**config.mk**
```make
export PLATFORM = sky130hd
export DESIGN_NAME = pwm_quad
export DESIGN_NICKNAME = d
export VERILOG_FILES = /design/src/rtl/pwm_quad_pkg.sv /design/src/rtl/pwm_quad_regs.sv /design/src/rtl/pwm_quad_prescaler.sv /design/src/rtl/pwm_quad_channel.sv /design/src/rtl/pwm_quad.sv
export SDC_FILE = /design/constraint.sdc
export NUM_CORES = 1
export LEC_CHECK = 0
export CAP_MARGIN = 20
export CORE_MARGIN = 1
export CORE_UTILIZATION = 30
export DETAILED_ROUTE_END_ITERATION = 8
export DONT_BUFFER_PORTS = 1
export HOLD_SLACK_MARGIN = 0.02
export PLACE_DENSITY = 0.46
export SLEW_MARGIN = 40
export SYNTH_ARGS = -nofsm -noshare
export SYNTH_HDL_FRONTEND = slang
export SYNTH_SLANG_ARGS = --single-unit
```
**constraint.sdc**
```tcl
create_clock -name clk_i -period 2.9 [get_ports clk_i]
set_input_delay 0.87 -clock clk_i [delete_from_list [all_inputs] [get_ports clk_i]]
set_output_delay 0.87 -clock clk_i [all_outputs]
set_load 0.01 [all_outputs]
```
**src/rtl/pwm_quad_pkg.sv**
```systemverilog
package pwm_quad_pkg;
  localparam int DATA_W   = 32;
  localparam int CODE_W   = 2;
  localparam int DUTY_LSB = 16;
  localparam int PRE_W    = 9;   // holds divide-by-512 count

  typedef enum logic [CODE_W-1:0] {
    PRE_DIV1   = 2'd0,
    PRE_DIV8   = 2'd1,
    PRE_DIV64  = 2'd2,
    PRE_DIV512 = 2'd3
  } pre_code_e;

  // Terminal count of the prescaler for a given code (divisor - 1).
  function automatic logic [PRE_W-1:0] pre_limit(input logic [CODE_W-1:0] code);
    case (pre_code_e'(code))
      PRE_DIV1:   pre_limit = PRE_W'(0);
      PRE_DIV8:   pre_limit = PRE_W'(7);
      PRE_DIV64:  pre_limit = PRE_W'(63);
      default:    pre_limit = PRE_W'(511);
    endcase
  endfunction
endpackage

```
**src/rtl/pwm_quad_regs.sv**
```systemverilog
module pwm_quad_regs
  import pwm_quad_pkg::*;
#(
  parameter int NCH     = 4,
  parameter int FIELD_W = 8,
  parameter int ADDR_W  = 3
) (
  input  logic                           clk_i,
  input  logic                           rst_ni,
  input  logic [ADDR_W-1:0]              addr_i,
  input  logic [DATA_W-1:0]              wdata_i,
  input  logic                           we_i,
  output logic [DATA_W-1:0]              rdata_o,
  output logic [NCH-1:0]                 en_o,
  output logic [NCH-1:0][CODE_W-1:0]     code_o,
  output logic [NCH-1:0][FIELD_W-1:0]    tb_o,
  output logic [NCH-1:0][FIELD_W-1:0]    duty_o
);
  localparam int CODE_LSB = NCH;

  logic unused_wdata;
  assign unused_wdata = ^wdata_i;

  always_ff @(posedge clk_i or negedge rst_ni) begin
    if (!rst_ni) begin
      en_o   <= '0;
      code_o <= '0;
      tb_o   <= '0;
      duty_o <= '0;
    end else if (we_i) begin
      if (addr_i == '0) begin
        en_o <= wdata_i[NCH-1:0];
        for (int n = 0; n < NCH; n++)
          code_o[n] <= wdata_i[CODE_LSB + CODE_W*n +: CODE_W];
      end
      for (int n = 0; n < NCH; n++) begin
        if (addr_i == ADDR_W'(n + 1)) begin
          tb_o[n]   <= wdata_i[0 +: FIELD_W];
          duty_o[n] <= wdata_i[DUTY_LSB +: FIELD_W];
        end
      end
    end
  end

  always_comb begin
    rdata_o = '0;
    if (addr_i == '0) begin
      rdata_o[NCH-1:0] = en_o;
      for (int n = 0; n < NCH; n++)
        rdata_o[CODE_LSB + CODE_W*n +: CODE_W] = code_o[n];
    end
    for (int n = 0; n < NCH; n++) begin
      if (addr_i == ADDR_W'(n + 1)) begin
        rdata_o[0 +: FIELD_W]        = tb_o[n];
        rdata_o[DUTY_LSB +: FIELD_W] = duty_o[n];
      end
    end
  end
endmodule

```
**src/rtl/pwm_quad_prescaler.sv**
```systemverilog
module pwm_quad_prescaler
  import pwm_quad_pkg::*;
(
  input  logic              clk_i,
  input  logic              rst_ni,
  input  logic              run_i,
  input  logic [CODE_W-1:0] code_i,
  output logic              tick_o
);
  logic [PRE_W-1:0] cnt_q;
  logic [PRE_W-1:0] limit;

  assign limit  = pre_limit(code_i);
  assign tick_o = run_i && (cnt_q >= limit);

  always_ff @(posedge clk_i or negedge rst_ni) begin
    if (!rst_ni)            cnt_q <= '0;
    else if (!run_i)        cnt_q <= '0;
    else if (cnt_q >= limit) cnt_q <= '0;  // >= covers a code lowered mid-count
    else                    cnt_q <= cnt_q + 1'b1;
  end
endmodule

```
**src/rtl/pwm_quad_channel.sv**
```systemverilog
module pwm_quad_channel #(
  parameter int FIELD_W = 8
) (
  input  logic               clk_i,
  input  logic               rst_ni,
  input  logic               run_i,
  input  logic               tick_i,
  input  logic [FIELD_W-1:0] tb_i,
  input  logic [FIELD_W-1:0] duty_i,
  output logic               pwm_o
);
  logic [FIELD_W-1:0] step_q, tb_q, duty_q;
  logic               wrap;

  assign wrap  = (tb_q == '0) || (step_q == tb_q - 1'b1);
  assign pwm_o = run_i && (tb_q != '0) && (step_q < duty_q);

  always_ff @(posedge clk_i or negedge rst_ni) begin
    if (!rst_ni) begin
      step_q <= '0;
      tb_q   <= '0;
      duty_q <= '0;
    end else if (!run_i) begin
      // stopped: track the programmed values so a start uses them at once
      step_q <= '0;
      tb_q   <= tb_i;
      duty_q <= duty_i;
    end else if (tick_i) begin
      if (wrap) begin
        step_q <= '0;
        tb_q   <= tb_i;
        duty_q <= duty_i;
      end else begin
        step_q <= step_q + 1'b1;
      end
    end
  end
endmodule

```
**src/rtl/pwm_quad.sv**
```systemverilog
module pwm_quad
  import pwm_quad_pkg::*;
#(
  parameter int NCH     = 4,
  parameter int FIELD_W = 8,
  parameter int ADDR_W  = 3
) (
  input  logic              clk_i,
  input  logic              rst_ni,
  input  logic [ADDR_W-1:0] addr_i,
  input  logic [DATA_W-1:0] wdata_i,
  input  logic              we_i,
  output logic [DATA_W-1:0] rdata_o,
  output logic [NCH-1:0]    pwm_o
);
  localparam int CTRL_W = NCH * (1 + CODE_W);

  logic [NCH-1:0]              ctrl_en;
  logic [NCH-1:0][CODE_W-1:0]  ctrl_code;
  logic [NCH-1:0][FIELD_W-1:0] cfg_tb, cfg_duty;
  logic [CTRL_W-1:0]           ctrl_bits;
  logic [NCH-1:0]              step_tick;

  assign ctrl_bits = {ctrl_code, ctrl_en};

  pwm_quad_regs #(.NCH(NCH), .FIELD_W(FIELD_W), .ADDR_W(ADDR_W)) u_regs (
    .clk_i   (clk_i),
    .rst_ni  (rst_ni),
    .addr_i  (addr_i),
    .wdata_i (wdata_i),
    .we_i    (we_i),
    .rdata_o (rdata_o),
    .en_o    (ctrl_en),
    .code_o  (ctrl_code),
    .tb_o    (cfg_tb),
    .duty_o  (cfg_duty)
  );

  for (genvar g = 0; g < NCH; g++) begin : g_ch
    pwm_quad_prescaler u_pre (
      .clk_i  (clk_i),
      .rst_ni (rst_ni),
      .run_i  (ctrl_en[g]),
      .code_i (ctrl_code[g]),
      .tick_o (step_tick[g])
    );

    pwm_quad_channel #(.FIELD_W(FIELD_W)) u_ch (
      .clk_i  (clk_i),
      .rst_ni (rst_ni),
      .run_i  (ctrl_en[g]),
      .tick_i (step_tick[g]),
      .tb_i   (cfg_tb[g]),
      .duty_i (cfg_duty[g]),
      .pwm_o  (pwm_o[g])
    );
  end
endmodule

```
After elaboration in Yosys (flattened, before gate mapping)
Index checks and enable logic that the tools add are counted.

Register bits: 208. Bits of input ports: 38. Logic and storage cells: 168. Output and inout port bits: 36.

$lt $le $gt $ge: 8. Equal/unequal tests: 24. Reductions and logical operators: 38. Multiplexer cells: 57. $add $sub $neg: 12.

Operators with widths (number): $mux 8 (44); $pmux 9 s3 (4); $mux 9 (8); $add 9x1->9 const B (4); $ge 9x9->1 (4); $add 8x1->8 const B (4); $eq 8x8->1 (4); $logic_not 8->1 (4); $lt 8x8->1 (4); $reduce_bool 8->1 (4); $sub 8x1->8 const B (4); $reduce_and 2->1 (9); $ne 2x1->1 const B (8); $logic_and 1x1->1 (12); $mux 12 (1); $eq 2x1->1 const B (4); $eq 2x2->1 const B (4); $logic_not 2->1 (4); $eq 3x2->1 const B (2); $logic_or 1x1->1 (4); $eq 3x1->1 const B (1); $eq 3x3->1 const B (1); $logic_not 3->1 (1).

Depth between registers and ports, before layout
Depth in word-level cells: 6. Depth in mapped cells: 11. Mapped depth without buffers: 10.

Modules after synthesis
Synthesis repeated with hierarchy kept, for this count alone.

Cells, all modules: 1138. Area, all modules: 12837.3 um^2.

Modules (own cells, without submodules): pwm_quad_channel (instances 4, area each 1592.8 um^2, seq. area each 600.6 um^2, cells an instance 148); pwm_quad_regs (instances 1, area each 3768.6 um^2, seq. area each 1901.8 um^2, cells an instance 258); pwm_quad_prescaler (instances 4, area each 674.4 um^2, seq. area each 225.2 um^2, cells an instance 72).

Least setup slack after synthesis
Ideal clock, no wire load.

Path type: input-to-output. Start point: in addr_i[0]. End point: out rdata_o[3]. Data arrival time: 2173 ps. Required time: 2030 ps. Path slack: -143 ps. Cell stages on the path: 6. Buffers on the path: 2. Cell sequence: buf_1 clkbuf_1 mux2i_1 nor2_1 a21oi_1 o22ai_1.

Word-level cells in the longest chain between the ends: 6. Elaborated cells between the ends (all ways): 10. Those cells by class: eq/ne: 4; mux: 5; reduce/logical: 1.

Ends and longest elaborated chain: start, declared (line pwm_quad.sv:10) `input logic [ADDR_W-1:0] addr_i,`; $logic_not 3->1 (line pwm_quad_regs.sv:47) `if (addr_i == '0) begin`; $mux 12 (line pwm_quad_regs.sv:47); $mux 8 (3 in a row) (line pwm_quad_regs.sv:53) `if (addr_i == ADDR_W'(n + 1)) begin`; $mux 8 * (line pwm_quad_regs.sv:53); end, declared (line pwm_quad.sv:13) `output logic [DATA_W-1:0] rdata_o,`.

Mark *: on every way between the ends. The rest lies on a longest branch, timed or not.

Worst setup path in the final report
Start point: reg g_ch[2].u_ch.duty_q[1]. End point: out pwm_o[2].

Word-level cells in the longest chain between the ends: 2.

Ends and longest elaborated chain: start, declared (line pwm_quad_channel.sv:12) `logic [FIELD_W-1:0] step_q, tb_q, duty_q;`; start signal, assigned (line pwm_quad_channel.sv:27) `duty_q <= duty_i;`; start signal, assigned (line pwm_quad_channel.sv:32) `duty_q <= duty_i;`; $lt 8x8->1 (line pwm_quad_channel.sv:16) `assign pwm_o = run_i && (tb_q != '0) && (step_q < duty_q);`; $logic_and 1x1->1 (line pwm_quad_channel.sv:16); end, declared (line pwm_quad.sv:14) `output logic [NCH-1:0] pwm_o`.

No other way between the ends.

==> results.ini <==
[timing]
layout_min_cycle_time_ps=3200
layout_setup_ws_ps=-299
skew_ps=6.76
period_share_pct=110
fmax_ghz=0.313
finalSetupViolations=4
whs_ps=64.0
drv_slew=0
finalSetupTns_ps=-898
rsz0062_at_grt=true
hold_violations=0

[power_and_ir_drop]
power.leakage_nw=6.16
p_total_w=0.0116
combPwrFrac_pct=35.3
p_switching_w=0.00398
p_int_w=0.00764
power.share.switching_pct=34.3
peakVddDrop_mv=0.406
pwr-share-seq_pct=38.3
p_clk_share_pct=26.4
power_density_nw_per_um2=860

[logic_synthesis]
netlist_instances=1076
async_flop_share_pct=100
syn_area_um2=11500
synth_edf_count=0
avgSynthCellArea_um2=10.7
synth_ff_type=dfrtp_1
yosysSeqAreaShare_pct=45.2
yosysUniqueCellTypes=71
yosys_warnings=0
ys_ff_latch=208

[critical_path]
path_max_fanout=2
cp_slowest_cell=dfrtp_1
required_ps=2030
worstSetupEndpointType=output port
crit_path_max_incr_delay_ps=340
timing.rr.start=u_regs.code_o[3]
path_cells=inv_1 -> ha_1 -> a21boi_1 -> o21a_1 -> o21ai_1 -> a21oi_1 -> o211a_1 -> a2111oi_4 -> buf_4
cp.arrival_ps=2330
r2r_cells=10
worst-r2r-setup-slack_ps=140
crit_start=g_ch[2].u_ch.duty_q[1]
start_kind=flop
cpLargestDelayFamily=compound AO/OA/AOI/OAI gates
worstReg2RegEnd=g_ch[1].u_ch.duty_q[1]
worst-path-buf-inv=2
critPathKind=reg -> out

[cts]
clockBufferDepth=3
clk_latency_ps=520
h-tree-depth=1
cts_buffers=25
cts_tree=yes
cts-hold-fix-buffers=0
numClockSinks=208
cts.clk_slew.worst_paths_ps=60
cts-root-buf=clkbuf_16

[global_routing]
antenna_found_initial=1
grt_pass1_vias=8412
grt-busiest-layer=met2
grt_pass1_wl_um=47400
grt_max_degree=209
grt_use_met2_pct=23.5
grt_usage_pct=15.4
use_met3_pct=2.90
overflow=0
grtUsageMet1_pct=22.3

[place]
routabilityCongestion=0.793
place_hpwl_um=20800
placed_area_um2=12600
io_buffers=0
pre_cts_ws_ps=-113

[cells_and_area]
area_growth_syn_to_layout_pct=17.5
fin_area_um2=13500
nets=1251
antenna_cells=0
n_fill_cell=3794
drive_gt1_share_pct=22.1

[detailed_routing]
wl_um=29500
first_iter_violations=433
antenna_left=0
viasPerCell=4.92
drc=0
detail_route.wl_per_cell_um=17.6
first_pass_iters=6
num_vias=8244

[floorplan]
die_area_um2=39200
dieWidth_um=198
pin_count=74
die_h_um=198
start_util_pct=30.5
rows=71
core_um2=37800

[run]
max-cap-violations=0

[status]
failed_checks=setup timing
outcome=complete, but fails checks

[min_path]
hold_path.class=in -> async

sequential cells by signal, summed over array words and instances, names as in the netlist:
register	cells
u_regs.duty_o	32
u_regs.tb_o	32
g_ch.u_ch.duty_q	32
g_ch.u_pre.cnt_q	36
u_regs.en_o	4
g_ch.u_ch.tb_q	32
g_ch.u_ch.step_q	32
u_regs.code_o	8
how the worst max path moves through the flow:
stage | slack (ps) | cells after the start | endpoint
6_report | -300 | 9 | pwm_o[2]
5_1_grt | -400 | 9 | pwm_o[2]
4_1_cts | -320 | 9 | pwm_o[2]
3_5_place_dp | -110 | 10 | pwm_o[2]
3_3_place_gp | -140 | 9 | pwm_o[2]
2_1_floorplan | 9 | 5 | rdata_o[0]
final cells by class:
cell class              count  area, µm²  share of cell area [%]
multi-input cells         763       5960                    44.0
clock inverters             5       53.8                   0.398
well taps                 511        639                    4.73
inverters                  64        240                    1.78
repair buffers             87        682                    5.04
flip-flops and latches    208       5200                    38.5
clock buffers              39        748                    5.53
synth_stat cells, types with 3 or more instances:
cell / n / share of area, %
a2111oi_0: 7 / 0.53
a211oi_1: 3 / 0.20
a21o_1: 7 / 0.46
a21oi_1: 22 / 0.96
a221o_1: 3 / 0.26
a22o_1: 11 / 0.84
a22oi_1: 15 / 0.98
a31oi_1: 3 / 0.16
a32o_1: 4 / 0.35
and2_1: 15 / 0.81
and3_1: 21 / 1.1
buf_1: 4 / 0.13
buf_2: 4 / 0.17
buf_4: 17 / 1.1
clkbuf_1: 26 / 0.85
dfrtp_1: 208 / 45
ha_1: 64 / 7.0
inv_1: 63 / 2.1
mux2_1: 15 / 1.5
mux2_2: 105 / 10
mux2i_1: 21 / 1.8
nand2_1: 54 / 1.8
nand2b_1: 14 / 0.76
nand3_1: 30 / 1.3
nand4_1: 12 / 0.65
nor2_1: 69 / 2.2
nor2b_1: 19 / 1.0
nor3_1: 15 / 0.65
nor3b_1: 6 / 0.39
nor4_1: 5 / 0.27
nor4b_1: 6 / 0.46
o2111ai_1: 3 / 0.23
o211a_1: 6 / 0.52
o211ai_1: 3 / 0.20
o21ai_0: 50 / 2.2
o22ai_1: 28 / 1.5
o31a_1: 4 / 0.30
or2_2: 3 / 0.16
or3_1: 6 / 0.33
or4_1: 5 / 0.33
xnor2_1: 25 / 1.9
xor2_1: 39 / 3.0
per-stage QoR:
stage                     utilization, %  cells
after CTS                           35.7   1674
final                               35.8   1677
after floorplan                        -   1087
after global routing                35.8   1677
after global placement              33.3   1629
after detailed placement            33.3   1629
per-layer routing:
metal	part of all wire (%)	vias up	wire length, µm
met5	0	-	0
met4	2.5	0	731
met3	4.7	45	1380
met2	43	136	12800
met1	49	4075	14600
li1	-	3988	-
what timing repair did:
item,in CTS,in global routing
setup buffers,4,2
pin swaps,9,2
resized for setup,24,2
cloned,0,1
hold endpoints to repair,0,0
endpoints found under the setup margin,4,31
power groups by stage:
| stage | clock (W) | combinational, W | sequential (W) |
|---|---|---|---|
| 5_1_grt | 0.00330 | 0.00462 | 0.00458 |
| 4_1_cts | 0.00318 | 0.00409 | 0.00447 |
| 3_5_place_dp | 0 | 0.00393 | 0.00450 |
| 3_3_place_gp | 0 | 0.00389 | 0.00449 |
| 6_report | 0.00307 | 0.00411 | 0.00445 |
| 2_1_floorplan | 0 | 0.00292 | 0.00426 |
logic make-up after synthesis:
| kind of cell | count (synthesis) | share of synthesized area, % |
|---|---|---|
| adders and majority gates | 64 | 6.95 |
| muxes | 141 | 13.6 |
| buffers and inverters | 117 | 4.54 |
| other | 1 | 0.0326 |
| AOI/OAI and AO/OA | 192 | 11.7 |
| DFF | 208 | 45.2 |
| xor gates and xnor gates | 65 | 5.06 |
| and+or+nand+nor | 288 | 12.9 |
cell usage in the layout, fill, tap and decap left out, types with 7 or more instances in the layout:
master	n
dfrtp_1	208
mux2_2	105
buf_4	84
nor2_1	68
ha_1	63
inv_1	62
nand2_1	54
o21ai_0	46
xor2_1	39
nand3_1	30
o22ai_1	28
xnor2_1	25
clkbuf_16	25
and3_1	21
mux2i_1	21
a21oi_1	20
nor2b_1	19
and2_1	15
a22oi_1	15
mux2_1	15
nand2b_1	14
nor3_1	14
nand4_1	12
conb_1	12
a22o_1	11
a21o_1	7
clkbuf_1	7
clkbuf_8	7
No activity file was read; power rests on OpenSTA's default activity.
